## config.mk

```make
export PLATFORM = sky130hd
export DESIGN_NAME = kv_queue_initiator
export DESIGN_NICKNAME = d
export VERILOG_FILES = /design/src/rtl/kvq_pkg.sv /design/src/rtl/kvq_sqe_pack.sv /design/src/rtl/kvq_cq_ring.sv /design/src/rtl/kvq_lowest.sv /design/src/rtl/kv_queue_initiator.sv
export SDC_FILE = /design/constraint.sdc
export NUM_CORES = 1
export LEC_CHECK = 0
export ABC_CLOCK_PERIOD_IN_PS = 14500
export BUFFER_PORTS_ARGS = -buffer_cell sky130_fd_sc_hd__buf_2
export CORE_UTILIZATION = 30
export DETAILED_ROUTE_END_ITERATION = 8
export HOLD_SLACK_MARGIN = 0.08
export PLACE_DENSITY = 0.59
export SLEW_MARGIN = 5
export SYNTH_ARGS = -nofsm -noshare
export SYNTH_HDL_FRONTEND = slang
export SYNTH_HIERARCHICAL = 1
export SYNTH_SLANG_ARGS = --single-unit
```

## constraint.sdc

```tcl
create_clock -name clk -period 14.5 [get_ports clk]
set_input_delay 1.45 -clock clk [delete_from_list [all_inputs] [get_ports clk]]
set_output_delay 1.45 -clock clk [all_outputs]
set_load 0.005 [all_outputs]
```

## src/rtl/kvq_pkg.sv

```systemverilog
package kvq_pkg;

  localparam logic [7:0] OPC_STORE    = 8'h01;
  localparam logic [7:0] OPC_RETRIEVE = 8'h02;

  typedef struct packed {
    logic         op;
    logic [127:0] key;
    logic [4:0]   key_len;
    logic [31:0]  vsize;
    logic [63:0]  dptr;
  } kv_req_t;

  typedef enum logic [2:0] {
    S_IDLE, S_BUILD, S_RING_SQ, S_POLL, S_REREAD, S_REPORT, S_RING_CQ, S_TIMEOUT
  } kvq_state_e;

endpackage

```

## src/rtl/kvq_sqe_pack.sv

```systemverilog
module kvq_sqe_pack
  import kvq_pkg::*;
#(
  parameter int          TAG_W = 4,
  parameter logic [31:0] NSID  = 32'h1
) (
  input  kv_req_t          req,
  input  logic [TAG_W-1:0] cid,
  input  logic [3:0]       idx,
  output logic [31:0]      dword
);

  logic        spans;
  logic [63:0] prp2;

  // second pointer only when the value runs past the first 4 KiB page
  always_comb begin
    spans = ({21'd0, req.dptr[11:0]} + {1'b0, req.vsize}) > 33'd4096;
    prp2  = spans ? {req.dptr[63:12] + 52'd1, 12'h000} : 64'd0;
  end

  always_comb begin
    unique case (idx)
      4'd0:    dword = {16'(cid), 8'h00, req.op ? OPC_RETRIEVE : OPC_STORE};
      4'd1:    dword = NSID;
      4'd2:    dword = req.key[31:0];
      4'd3:    dword = req.key[63:32];
      4'd6:    dword = req.dptr[31:0];
      4'd7:    dword = req.dptr[63:32];
      4'd8:    dword = prp2[31:0];
      4'd9:    dword = prp2[63:32];
      4'd10:   dword = req.vsize;
      4'd11:   dword = {27'd0, req.key_len};
      4'd14:   dword = req.key[95:64];
      4'd15:   dword = req.key[127:96];
      default: dword = 32'd0;
    endcase
  end

endmodule

```

## src/rtl/kvq_cq_ring.sv

```systemverilog
module kvq_cq_ring #(
  parameter int QDEPTH     = 16,
  parameter int POLL_LIMIT = 100000,
  localparam int TAG_W     = $clog2(QDEPTH),
  localparam int PCNT_W    = $clog2(POLL_LIMIT + 1)
) (
  input  logic             clk,
  input  logic             rst_n,
  input  logic             adv_i,
  input  logic             miss_i,
  input  logic             clr_i,
  output logic [TAG_W-1:0] head_o,
  output logic             phase_o,
  output logic             expired_o
);

  logic [TAG_W-1:0]  head_q, head_d;
  logic              phase_q, phase_d;
  logic [PCNT_W-1:0] poll_q, poll_d;
  logic              wrap;

  always_comb begin
    wrap    = head_q == TAG_W'(QDEPTH - 1);
    head_d  = head_q;
    phase_d = phase_q;
    poll_d  = poll_q;
    if (adv_i) begin
      head_d  = wrap ? '0 : head_q + 1'b1;
      phase_d = wrap ? ~phase_q : phase_q;
    end
    if (clr_i)       poll_d = '0;
    else if (miss_i) poll_d = poll_q + 1'b1;
  end

  always_ff @(posedge clk or negedge rst_n) begin
    if (!rst_n) begin
      head_q  <= '0;
      phase_q <= 1'b1;
      poll_q  <= '0;
    end else begin
      if (adv_i)          head_q  <= head_d;
      if (adv_i)          phase_q <= phase_d;
      if (clr_i | miss_i) poll_q  <= poll_d;
    end
  end

  assign head_o    = head_q;
  assign phase_o   = phase_q;
  assign expired_o = poll_q == PCNT_W'(POLL_LIMIT - 1);

  // a wrap of the head inverts the expected phase
  p_phase_wrap_r6: assert property (@(posedge clk) disable iff (!rst_n)
    (adv_i && wrap) |=> (phase_q != $past(phase_q)));

  // the unmatched-read count never passes the budget
  p_poll_bound_r10: assert property (@(posedge clk) disable iff (!rst_n)
    poll_q < PCNT_W'(POLL_LIMIT));

endmodule

```

## src/rtl/kvq_lowest.sv

```systemverilog
module kvq_lowest #(
  parameter int N = 16,
  localparam int W = $clog2(N)
) (
  input  logic [N-1:0] vec,
  output logic [W-1:0] idx
);

  always_comb begin
    idx = '0;
    for (int i = N - 1; i >= 0; i--) begin
      if (vec[i]) idx = W'(i);
    end
  end

endmodule

```

## src/rtl/kv_queue_initiator.sv

```systemverilog
module kv_queue_initiator
  import kvq_pkg::*;
#(
  parameter int          QDEPTH       = 16,
  parameter int          QID          = 1,
  parameter logic [31:0] NSID         = 32'h1,
  parameter logic [63:0] SQ_BASE      = 64'h0000_0000_1000_0000,
  parameter logic [63:0] CQ_BASE      = 64'h0000_0000_2000_0000,
  parameter int          POLL_LIMIT   = 100000,
  parameter bit          HEAD_DB_EACH = 1'b0,
  localparam int         TAG_W        = $clog2(QDEPTH)
) (
  input  logic              clk,
  input  logic              rst_n,
  input  logic              req_valid,
  output logic              req_ready,
  input  logic              req_op,
  input  logic [127:0]      req_key,
  input  logic [4:0]        req_key_len,
  input  logic [31:0]       req_value_size,
  input  logic [63:0]       req_dptr,
  input  logic              req_last,
  output logic              mem_wr_valid,
  output logic [63:0]       mem_wr_addr,
  output logic [31:0]       mem_wr_data,
  input  logic              mem_wr_ack,
  output logic              mem_rd_valid,
  output logic [63:0]       mem_rd_addr,
  input  logic [127:0]      mem_rd_data,
  input  logic              mem_rd_ack,
  output logic              reg_wr_valid,
  output logic [15:0]       reg_wr_addr,
  output logic [31:0]       reg_wr_data,
  input  logic              reg_wr_ack,
  output logic              rsp_valid,
  output logic [TAG_W-1:0]  rsp_tag,
  output logic [31:0]       rsp_len,
  output logic [14:0]       rsp_status,
  output logic              rsp_timeout
);

  localparam logic [15:0] SQ_DB = 16'h1000 + 16'(8 * QID);
  localparam logic [15:0] CQ_DB = SQ_DB + 16'd4;

  // reset: asserted asynchronously, released on the clock
  logic [1:0] rst_sync_q;
  logic       rst_q_n;
  always_ff @(posedge clk or negedge rst_n) begin
    if (!rst_n) rst_sync_q <= 2'b00;
    else        rst_sync_q <= {rst_sync_q[0], 1'b1};
  end
  assign rst_q_n = rst_sync_q[1];

  kvq_state_e        state_q, state_d;
  kv_req_t           req_q, req_d;
  logic              last_q, last_d;
  logic [TAG_W-1:0]  sq_tail_q, tail_d;
  logic [3:0]        dw_idx_q, dw_d;
  logic [TAG_W-1:0]  batch_cnt_q, cnt_d;
  logic [QDEPTH-1:0] pend_q, pend_d;
  logic [31:0]       len_q, len_d;
  logic [TAG_W-1:0]  cid_q, cid_d;
  logic [14:0]       stat_q, stat_d;

  logic [31:0]       sqe_dword;
  logic [TAG_W-1:0]  cq_head, low_idx;
  logic              exp_phase, poll_expired, cqe_match;
  logic              cq_adv, cq_miss, cq_clr;
  logic              unused_cqe_bits;

  assign unused_cqe_bits = ^{mem_rd_data[95:32], mem_rd_data[111:96+TAG_W]};

  kvq_sqe_pack #(.TAG_W(TAG_W), .NSID(NSID)) u_pack (
    .req   (req_q),
    .cid   (sq_tail_q),
    .idx   (dw_idx_q),
    .dword (sqe_dword)
  );

  kvq_cq_ring #(.QDEPTH(QDEPTH), .POLL_LIMIT(POLL_LIMIT)) u_cq (
    .clk       (clk),
    .rst_n     (rst_q_n),
    .adv_i     (cq_adv),
    .miss_i    (cq_miss),
    .clr_i     (cq_clr),
    .head_o    (cq_head),
    .phase_o   (exp_phase),
    .expired_o (poll_expired)
  );

  kvq_lowest #(.N(QDEPTH)) u_low (
    .vec (pend_q),
    .idx (low_idx)
  );

  assign cqe_match = mem_rd_data[112] == exp_phase;
  assign cq_adv    = state_q == S_REPORT;
  assign cq_miss   = (state_q == S_POLL) && mem_rd_ack && !cqe_match && !poll_expired;
  assign cq_clr    = ((state_q == S_RING_SQ) && reg_wr_ack) ||
                     ((state_q == S_POLL) && mem_rd_ack && cqe_match);

  always_comb begin
    state_d = state_q;
    req_d   = req_q;
    last_d  = last_q;
    tail_d  = sq_tail_q;
    dw_d    = dw_idx_q;
    cnt_d   = batch_cnt_q;
    pend_d  = pend_q;
    len_d   = len_q;
    cid_d   = cid_q;
    stat_d  = stat_q;
    unique case (state_q)
      S_IDLE: if (req_valid) begin
        req_d.op      = req_op;
        req_d.key     = req_key;
        req_d.key_len = req_key_len;
        req_d.vsize   = req_value_size;
        req_d.dptr    = req_dptr;
        last_d        = req_last;
        dw_d          = '0;
        state_d       = S_BUILD;
      end
      S_BUILD: if (mem_wr_ack) begin
        if (dw_idx_q == 4'd15) begin
          pend_d[sq_tail_q] = 1'b1;
          tail_d = (sq_tail_q == TAG_W'(QDEPTH - 1)) ? '0 : sq_tail_q + 1'b1;
          if (last_q || batch_cnt_q == TAG_W'(QDEPTH - 2)) begin
            cnt_d   = '0;
            state_d = S_RING_SQ;
          end else begin
            cnt_d   = batch_cnt_q + 1'b1;
            state_d = S_IDLE;
          end
        end else begin
          dw_d = dw_idx_q + 4'd1;
        end
      end
      S_RING_SQ: if (reg_wr_ack) state_d = S_POLL;
      S_POLL: if (mem_rd_ack) begin
        if (cqe_match)         state_d = S_REREAD;
        else if (poll_expired) state_d = S_TIMEOUT;
      end
      S_REREAD: if (mem_rd_ack) begin
        len_d   = mem_rd_data[31:0];
        cid_d   = mem_rd_data[96 +: TAG_W];
        stat_d  = mem_rd_data[127:113];
        state_d = S_REPORT;
      end
      S_REPORT: begin
        pend_d[cid_q] = 1'b0;
        state_d = (HEAD_DB_EACH || pend_d == '0) ? S_RING_CQ : S_POLL;
      end
      S_RING_CQ: if (reg_wr_ack) state_d = (pend_q == '0) ? S_IDLE : S_POLL;
      S_TIMEOUT: begin
        pend_d[low_idx] = 1'b0;
        if (pend_d == '0) state_d = S_RING_CQ;
      end
      default: state_d = S_IDLE;
    endcase
  end

  logic ld_req, ld_cqe;
  assign ld_req = (state_q == S_IDLE) && req_valid;
  assign ld_cqe = (state_q == S_REREAD) && mem_rd_ack;

  always_ff @(posedge clk or negedge rst_q_n) begin
    if (!rst_q_n) begin
      state_q     <= S_IDLE;
      req_q       <= '0;
      last_q      <= 1'b0;
      sq_tail_q   <= '0;
      dw_idx_q    <= '0;
      batch_cnt_q <= '0;
      pend_q      <= '0;
      len_q       <= '0;
      cid_q       <= '0;
      stat_q      <= '0;
    end else begin
      state_q     <= state_d;
      pend_q      <= pend_d;
      sq_tail_q   <= tail_d;
      dw_idx_q    <= dw_d;
      batch_cnt_q <= cnt_d;
      if (ld_req) req_q  <= req_d;
      if (ld_req) last_q <= last_d;
      if (ld_cqe) begin
        len_q  <= len_d;
        cid_q  <= cid_d;
        stat_q <= stat_d;
      end
    end
  end

  assign req_ready    = state_q == S_IDLE;
  assign mem_wr_valid = state_q == S_BUILD;
  assign mem_wr_addr  = SQ_BASE + 64'({sq_tail_q, dw_idx_q, 2'b00});
  assign mem_wr_data  = sqe_dword;
  assign mem_rd_valid = (state_q == S_POLL) || (state_q == S_REREAD);
  assign mem_rd_addr  = CQ_BASE + 64'({cq_head, 4'b0000});
  assign reg_wr_valid = (state_q == S_RING_SQ) || (state_q == S_RING_CQ);
  assign reg_wr_addr  = (state_q == S_RING_SQ) ? SQ_DB : CQ_DB;
  assign reg_wr_data  = (state_q == S_RING_SQ) ? 32'(sq_tail_q) : 32'(cq_head);
  assign rsp_valid    = (state_q == S_REPORT) || (state_q == S_TIMEOUT);
  assign rsp_timeout  = state_q == S_TIMEOUT;
  assign rsp_tag      = (state_q == S_TIMEOUT) ? low_idx : cid_q;
  assign rsp_len      = (state_q == S_REPORT) ? len_q : 32'd0;
  assign rsp_status   = (state_q == S_REPORT) ? stat_q : 15'd0;

  // a submission write is held steady until it is acknowledged
  p_wr_hold_r4: assert property (@(posedge clk) disable iff (!rst_q_n)
    (mem_wr_valid && !mem_wr_ack) |=>
      (mem_wr_valid && $stable(mem_wr_addr) && $stable(mem_wr_data)));

  // a completion read is held steady until data returns
  p_rd_hold_r6: assert property (@(posedge clk) disable iff (!rst_q_n)
    (mem_rd_valid && !mem_rd_ack) |=> (mem_rd_valid && $stable(mem_rd_addr)));

  // no request is taken while a doorbell write is pending
  p_no_accept_ring_r5: assert property (@(posedge clk) disable iff (!rst_q_n)
    reg_wr_valid |-> !req_ready);

  // every non-timeout report follows a second read of the entry
  p_reread_r7: assert property (@(posedge clk) disable iff (!rst_q_n)
    (rsp_valid && !rsp_timeout) |-> ($past(state_q) == S_REREAD));

  // a reported tag belongs to a request still in flight
  p_tag_live_r8: assert property (@(posedge clk) disable iff (!rst_q_n)
    rsp_valid |-> pend_q[rsp_tag]);

endmodule

```

* After elaboration in Yosys (flattened, before gate mapping)
Index checks and enable logic that the tools add are counted.
Cells by class: mux-type cells 56, $add $sub $neg 9, bitwise operators 7, magnitude comparators 7, equal/unequal tests 33, reduce and logical (&&, ||, !) cells 33
Operators with widths (number):
- $pmux W32 S12 | 1
- $mux W4 | 24
- $mux W64 | 1
- $add A52 B1 Y52 const B | 1
- $logic_not A16 Y1 | 3
- $pmux W16 S3 | 1
- $eq A4 B4 Y1 const B | 9
- $mux W3 | 12
- $mux W17 | 2
- $add A12 B32 Y33 | 1
- $gt A33 B13 Y1 const B | 1
- $and A16 B16 Y16 | 2
- $mux W16 | 2
- $mux W32 | 1
- $not A16 Y16 | 2
- $add A30 B8 Y31 const A | 1
- $add A29 B10 Y30 const A | 1
- $pmux W3 S8 | 1
- $add A17 B1 Y17 const B | 1
- $eq A17 B17 Y1 const B | 1
- $add A4 B1 Y4 const B | 4
- $or A16 B16 Y16 | 1
- $lt A4 B5 Y1 const B | 3
- $mux W15 | 1
- 28 further kinds | 68
Storage, ports and cells: output and inout port bits 265, word-level logic and storage cells 163, input port bits 365, flip-flop bits (word level) 337

* Logic depth before layout (Yosys ltp)
Gate-level depths: netlist (run 1).
depth after elaboration 25, mapped depth 12, gate-level depth less buffers 11

* Modules after synthesis
The synthesis (run 1) kept the hierarchy.
Modules (own cells, without submodules):
- kv_queue_initiator | times used 1, cells an instance 1149, area each 14647.8 um2, sequential area each 7882.6 um2
- kvq_sqe_pack | times used 1, cells an instance 580, area each 3832.4 um2, sequential area each 0.0 um2
- kvq_cq_ring | times used 1, cells an instance 113, area each 1149.9 um2, sequential area each 551.8 um2
- kvq_lowest | times used 1, cells an instance 31, area each 178.9 um2, sequential area each 0.0 um2

* Worst setup path after synthesis (run 1)
Ideal clock, no wire load.
path kind reg-to-output, start reg req_q[0] in the netlist's numbering, end out mem_wr_data[30], slack 9.956 ns, buffers on the path 1, stages on the path, launching flop included 13, data arrival time 3.094 ns, data required time 13.050 ns, cell sequence dfrtp_1 -> ha_1 -> fa_1 -> a21o_1 -> a221oi_2 -> o21ai_1 -> xor2_1 -> nor4_1 -> nand3_1 -> a22o_1 -> nor4b_4 -> buf_4 -> o221ai_1
Between the ends: longest elaborated chain between the ends 4
Ends and longest elaborated chain:
- from (decl) | RTL line kv_queue_initiator.sv:55 | kv_req_t req_q, req_d;
- from (signal assigned) | RTL line kv_queue_initiator.sv:185 | if (ld_req) req_q <= req_d;
- $add A12 B32 Y33 | RTL line kvq_sqe_pack.sv:18 | spans = ({21'd0, req.dptr[11:0]} + {1'b0, req.vsize}) > 33'd4096;
- $gt A33 B13 Y1 | RTL line kvq_sqe_pack.sv:18
- $mux W64 | RTL line kvq_sqe_pack.sv:19 | prp2 = spans ? {req.dptr[63:12] + 52'd1, 12'h000} : 64'd0;
- $pmux W32 S12 | RTL line kvq_sqe_pack.sv:23 | unique case (idx)
- to (decl) | RTL line kv_queue_initiator.sv:25 | output logic [31:0] mem_wr_data,
Every way passes these cells.

* Worst setup path after layout (run 1)
start reg req_q[0] in the netlist's numbering, end out mem_wr_data[19]
The elaborated chain is that of the path after synthesis.

==> impl_metrics.ini, run 1 <==
[cts]
cts_hold_buf = 0
clkLatencyLatePin_ns = 0.57
htree_levels = 2
post_cts_buffers = 0
clk_pin_slew_ns = 0.06
cts_tree = done
cts_buffers = 42
clockRootBuffer = clkbuf_16
cts-resized-gates = 0
cts_num_sinks = 337
cts.path.max_buffers = 3

[floorplanning]
ios = 630
core_area_um2 = 64800
die_area_um2 = 67100
dieWidth_um = 259
start_util_pct = 30.6
rows = 93
dieHeight_um = 259

[global_route]
grt_antenna_before_repair = 13
grt_pass1_wl_um = 105000
grt_util_all_layers_pct = 20.7
grt_max_degree = 146
gr-total-overflow = 0
first_global_vias = 16200

[place]
hpwlAfterDp_um = 52300
placed_cell_area_um2 = 22000
dp.cells = 3052
io_buffer_count = 394
gp_congestion = 0.910

[yosys]
ys_types = 92
synth-seq-cells = 337
synth-main-ff-cell = dfrtp_1
synth_warnings = 6
synth_edf_count = 0
synthArstFlopShare_pct = 100
ys_top_cells_by_area = dfrtp_1 42%, mux2_2 17%, buf_4 6.1%, nand2_1 2.2%, a22oi_1 1.9%
syn_inst = 1873
synth_top_cell_area_share_pct = 42.4
syn-cell-area_um2 = 19800
ys_seq_area_share_pct = 42.6
syn_avg_cell_area_um2 = 10.6
yosysTopAreaCell = dfrtp_1

[finish]
fin_area_um2 = 23500
fill_cells = 6527
multiInputGateArea_um2 = 10200
synthToLayoutAreaGrowth_pct = 18.6
drive_above_1_share_pct = 36.4
instances_no_fill = 3132
register_area_um2 = 8440
nets = 2629
utilization_pct = 36.2

[flow_run]
maxCapViolCount = 0

[pwr]
pwr-share-seq_pct = 39.9
combPwrFrac_pct = 36.2
swShare_pct = 38.6
pwr-share-clk_pct = 23.9
power_density_nw_per_um2 = 201
p_switching_w = 0.00183
ir_drop_v = 0.000151
internal_power_w = 0.00290
leakage_nw = 10.3

[timing]
worst_pin_slew_ns = 1.03
period_minus_slack_ns = 6.15
slew_headroom_pct = 30.8
fmax_mhz = 163
holdWs_ns = 0.355
rsz0062_at_grt = false
min_period_over_period_pct = 42.4
fin_worst_skew_ns = 0.0231
setup_viol = 0
drv_slew = 0
hold_viol = 0
tns_ns = 0

[detailed_routing]
drc_errors = 0
wl_per_cell_um = 22.7
drtAntennaViolNets = 0
routed_wl_um = 71200
vias = 16300
vias_per_cell = 5.20
drt_iter0_markers = 1396
first_pass_iters = 5

[worst_setup_path]
critPathArrivalTime_ns = 4.70
criticalPathCategory = reg2out
cp-start-kind = flop
cp.required_ns = 13.05
endpoint_kind = output port
crit_path_max_fanout = 32

[outcome]
status = finished, final reports clean

[hold_path]
holdCritPathClass = reg2reg
-- synth_stat cells, types with 45 or more instances --
master,count
nand3_1,49
o21ai_0,71
nand4_1,45
mux2_2,295
clkbuf_1,48
nand2_1,114
nor2_1,99
a22oi_1,51
dfrtp_1,336
a21oi_1,52
and2_1,55
buf_4,162
-- cell type report --
cell class | count | area share (%)
Multi-Input combinational cell | 1407 | 43.2
Sequential cell | 337 | 35.9
Timing Repair Buffer | 427 | 9.50
Clock buffer | 58 | 5.29
Tap cell | 855 | 4.56
Clock inverter | 17 | 1.00
Inverter | 26 | 0.416
Antenna cell | 5 | 0.0533
-- cell families after synthesis --
logic type,share of synthesized area [%]
xor gates and xnor gates,3.54
adders and majority gates,1.49
muxes,17.8
buffers and inverters,9.47
AOI/OAI and AO/OA,11.6
DFF,42.6
other,0.0379
and+or+nand+nor,13.4
-- worst max-delay path, stage by stage (launching register included) --
cell and delay [ns]:
dfrtp_1 0.43, ha_1 0.24, fa_1 0.43, a21o_1 0.23, a221oi_2 0.45, o21ai_1 0.16
xor2_1 0.17, nor4_1 0.29, nand3_1 0.18, a22o_1 0.30, nor4b_4 0.25, buf_4 0.48
o2111ai_1 0.29, buf_2 0.20
-- layer usage --
| layer | routed length, µm | GRT usage, % | up-vias |
|---|---|---|---|
| met4 | 1750 | 5.56 | 18 |
| li1 | - | - | 7273 |
| met3 | 6040 | 4.85 | 124 |
| met2 | 33500 | 34.1 | 766 |
| met1 | 29800 | 27.1 | 8113 |
| met5 | 108 | 0 | - |
-- per-stage QoR --
| stage | setup WS, ns | power [W] |
|---|---|---|
| final | 8.35 | 0.00472 |
| after global routing | 8.11 | 0.00503 |
| after CTS | 8.33 | 0.00475 |
| after detailed placement | 8.94 | 0.00360 |
| after global placement | 8.97 | 0.00355 |
| after floorplan | 4.41 | 0.00297 |
-- state kept, by name (all words and copies together), names as in the netlist --
signal and flops:
batch_cnt_q 4, cid_q 4, dw_idx_q 4, last_q 1, len_q 32, pend_q 16
req_q 230, rst_sync_q 2, sq_tail_q 4, stat_q 15, state_q 3, u_cq/head_o 4
u_cq/phase_o 1, u_cq/poll_q 17
-- worst paths after layout --
| kind | from | end | slack [ns] | cells past startpoint |
|---|---|---|---|---|
| max in group asynchronous | rst_sync_q[1]$_DFF_PN0_ | req_q[218]$_DFFE_PN0P_ | 12.61 | 1 |
| min reg2reg | rst_sync_q[0]$_DFF_PN0_ | rst_sync_q[1]$_DFF_PN0_ | 0.36 | 0 |
| max | req_q[0]$_DFFE_PN0P_ | mem_wr_data[19] | 8.35 | 13 |
| min | rst_sync_q[0]$_DFF_PN0_ | rst_sync_q[1]$_DFF_PN0_ | 0.36 | 0 |
| min in group asynchronous | rst_sync_q[1]$_DFF_PN0_ | req_q[49]$_DFFE_PN0P_ | 0.45 | 0 |
| max reg2reg | state_q[0]$_DFFE_PN0P_ | req_q[123]$_DFFE_PN0P_ | 10.96 | 5 |
-- power by group through the flow --
stage	Combinational (W)	Sequential, W	Clock (W)
after floorplan	0.00131	0.00166	0
after global placement	0.00167	0.00189	0
after detailed placement	0.00170	0.00190	0
after CTS	0.00171	0.00189	0.00116
after global routing	0.00188	0.00196	0.00119
final	0.00171	0.00189	0.00113
-- cell usage in the layout, fill, tap and decap left out, types with 8 or more instances in the layout --
master,Yosys,routed
o31ai_1,10,10
nand2b_1,19,19
nand2_1,114,114
nand3_1,49,49
nor4_1,14,12
buf_4,162,32
mux2i_1,20,20
inv_1,26,26
nor3_1,31,28
a31oi_1,9,8
nand4_1,45,45
clkbuf_16,0,43
buf_2,26,394
o21ai_0,71,71
a21oi_1,52,52
o2111ai_1,11,11
mux2_2,295,295
conb_1,2,160
a221oi_1,17,17
a22oi_1,51,51
xnor2_1,38,38
or3_1,9,9
and3_1,10,10
clkbuf_8,0,11
and2_1,55,53
nor2b_1,13,12
xor2_1,42,42
o22ai_1,10,10
nor2_1,99,95
a22o_1,18,18
dfrtp_1,336,335
a222oi_1,17,17
ha_1,22,22
Note: power is estimated with default switching activity, not from simulation.
==> run 2, diff against run 1 <==
--- a/config.mk
+++ b/config.mk
@@ -5,12 +5,12 @@
 export SDC_FILE = /design/constraint.sdc
 export NUM_CORES = 1
 export LEC_CHECK = 0
-export ABC_CLOCK_PERIOD_IN_PS = 14500
+export ABC_CLOCK_PERIOD_IN_PS = 5100
 export BUFFER_PORTS_ARGS = -buffer_cell sky130_fd_sc_hd__buf_2
 export CORE_UTILIZATION = 30
 export DETAILED_ROUTE_END_ITERATION = 8
 export HOLD_SLACK_MARGIN = 0.08
-export PLACE_DENSITY = 0.59
+export PLACE_DENSITY = 0.61
 export SLEW_MARGIN = 5
 export SYNTH_ARGS = -nofsm -noshare
 export SYNTH_HDL_FRONTEND = slang
==> constraint.sdc (replaced) <==
create_clock -name clk -period 5.1 [get_ports clk]
set_input_delay 0.51 -clock clk [delete_from_list [all_inputs] [get_ports clk]]
set_output_delay 0.51 -clock clk [all_outputs]
set_load 0.005 [all_outputs]
==> run 2 against run 1 <==
Effect of this change:
- sequential cell count stayed put
- sequential power rose to 2.8 times the previous value
- highest routed layer unchanged
- utilization grew 0.33 points
- die area unchanged
- clock skew rose by 0.0025 ns
- count of clock-buffer cells in the layout is 2 higher
- cell count grew 0.61%
- combinational power rose to 2.9 times the previous value
- critical path depth stayed put
- wire length rose by 2.9%
==> impl_metrics.ini, run 2 (synthesized netlist as in run 1, its figures left out) <==
[timing]
setup_viol = 0
fmax_mhz = 203
min_period_over_period_pct = 96.8
fin_worst_skew_ns = 0.0255
hold_viol = 0
slew_headroom_pct = 21.5
rsz0062_at_grt = true
period_minus_slack_ns = 4.94
tns_ns = 0
worst_pin_slew_ns = 1.18
drv_slew = 0

[detailed_routing]
routed_wl_um = 73300
vias_per_cell = 5.18
drt_iter0_markers = 1422
wl_per_cell_um = 23.2
first_pass_iters = 6
drtAntennaViolNets = 0
drc_errors = 0
vias = 16300

[worst_setup_path]
criticalPathCategory = reg2out
critPathArrivalTime_ns = 4.43
rrSetupSlack_ns = 1.75
crit_path_max_fanout = 17
crit_path_max_incr_delay_ns = 0.43
cp.required_ns = 4.59
cp-start-kind = flop
crit_chain = ha_1, fa_1, a21o_1, a221oi_4, o21ai_1, xor2_1, nor4_1, nand3_1, a22o_1, nor4b_4, buf_6, o2111ai_1, buf_2
endpoint_kind = output port
crit_slowest_cell = fa_1
crit_buf_inv = 2
r2r_start = pend_q[10]$_DFFE_PN0P_
worstRegToRegCells = 8
r2r-end = state_q[0]$_DFFE_PN0P_
cp_top_family = compound AO/OA/AOI/OAI gates

[finish]
synthToLayoutAreaGrowth_pct = 19.6
final_common_cell = buf_2
nets = 2647
mostFrequentLayoutCells = 394 x buf_2, 335 x dfrtp_1, 295 x mux2_2
top_register = req_q
largest_reg_flops = 230
reg.largest.list = req_q x230, len_q x32, u_cq/poll_q x17
drive_above_1_share_pct = 36.7
fin_area_um2 = 23700

[floorplanning]
dieWidth_um = 259
rows = 93
dieHeight_um = 259
die_area_um2 = 67100
core_area_um2 = 64800
start_util_pct = 30.6
ios = 630

[global_route]
gr-total-overflow = 0
first_global_vias = 16300
grt_pass1_wl_um = 107000
grt_max_degree = 178
grt_antenna_before_repair = 15
grt_util_all_layers_pct = 21.2

[cts]
cts.path.max_buffers = 3
clockRootBuffer = clkbuf_16
cts_num_sinks = 337
clk_pin_slew_ns = 0.05
cts_tree = done
post_cts_buffers = 0
cts_buffers = 43
htree_levels = 2
clkLatencyLatePin_ns = 0.58

[place]
gp_congestion = 0.905
hpwlAfterDp_um = 54900
io_buffer_count = 394
placed_cell_area_um2 = 22200

[pwr]
swShare_pct = 39.1
ir_drop_v = 0.000283
leakage_nw = 10.5
pwr-share-seq_pct = 39.4
combPwrFrac_pct = 37.0
pwr-share-clk_pct = 23.6
internal_power_w = 0.00829
power_density_nw_per_um2 = 574
p_switching_w = 0.00533

[flow_run]
maxCapViolCount = 0

[outcome]
status = finished, final reports clean

[hold_path]
holdCritPathClass = reg2async
[run 2: changes by cell type in the layout (fill, tap and decap cells not counted), sizes merged]
cell         previous run  this run
buf                   427       443
inv                    30        27
clkbuf                 58        60
dlygate4sd3             0         1
clkinv                  4        10
bufinv                  5         6
diode                   5         4
clkinvlp                4         1
[run 2: cell type report]
type	count	area (µm²)
Antenna cell	4	10.0
Tap cell	855	1070
Clock inverter	18	288
Fill cell	6511	41100
Multi-Input combinational cell	1407	10200
Sequential cell	337	8440
Inverter	26	97.6
Clock buffer	60	1200
Timing Repair Buffer	444	2420
[run 2: worst max path at each step]
| stage | depth (start not counted) | from | endpoint |
|---|---|---|---|
| 2_1_floorplan | 12 | req_q[0]$_DFFE_PN0P_ | mem_wr_data[30] |
| 3_3_place_gp | 13 | req_q[64]$_DFFE_PN0P_ | mem_wr_data[31] |
| 3_5_place_dp | 13 | req_q[0]$_DFFE_PN0P_ | mem_wr_data[31] |
| 4_1_cts | 13 | req_q[0]$_DFFE_PN0P_ | mem_wr_data[14] |
| 5_1_grt | 13 | req_q[64]$_DFFE_PN0P_ | mem_wr_data[14] |
| 6_report | 13 | req_q[0]$_DFFE_PN0P_ | mem_wr_data[14] |
[run 2: routing by layer]
| metal | GRT usage [%] | part of all wire, % | vias up | wire length [µm] |
|---|---|---|---|---|
| li1 | - | - | 7290 | - |
| met1 | 27.1 | 41 | 8146 | 30000 |
| met2 | 35.5 | 48 | 771 | 35300 |
| met3 | 6.04 | 8.8 | 101 | 6480 |
| met4 | 4.45 | 1.9 | 10 | 1380 |
| met5 | 0 | 0.086 | - | 63 |
[run 2: worst reg2reg max path: stages (launching register included)]
cell and delay (ns):
dfrtp_1 0.56, nor4_4 0.34, o41ai_1 0.17, a21oi_1 0.65
nand2b_1 0.26, o32ai_1 0.32, nand4_1 0.14, o41ai_1 0.64
o21ai_1 0.15
[run 2: power groups by stage]
stage	Sequential (W)	Clock [W]	Combinational [W]
6_report	0.00537	0.00321	0.00503
3_3_place_gp	0.00533	0	0.00488
5_1_grt	0.00555	0.00340	0.00548
4_1_cts	0.00536	0.00330	0.00500
2_1_floorplan	0.00472	0	0.00371
3_5_place_dp	0.00538	0	0.00496
[run 2: what timing repair did]
item	CTS	global route
hold endpoints to repair	2	0
resized for setup	2	3
endpoints found under the setup margin	2	20
hold buffers	1	0
[run 2: per-stage QoR]
step	utilization, %	worst slack (ns)	std cells	hold slack [ns]	total power, W
2_1_floorplan	-	1.50	2031	0.214	0.00843
3_3_place_gp	34.2	0.607	3068	0.132	0.0102
3_5_place_dp	34.2	0.587	3068	0.133	0.0103
4_1_cts	36.5	0.0404	3147	0.108	0.0137
5_1_grt	36.5	-0.0514	3147	0.128	0.0144
6_report	36.6	0.162	3151	0.133	0.0136
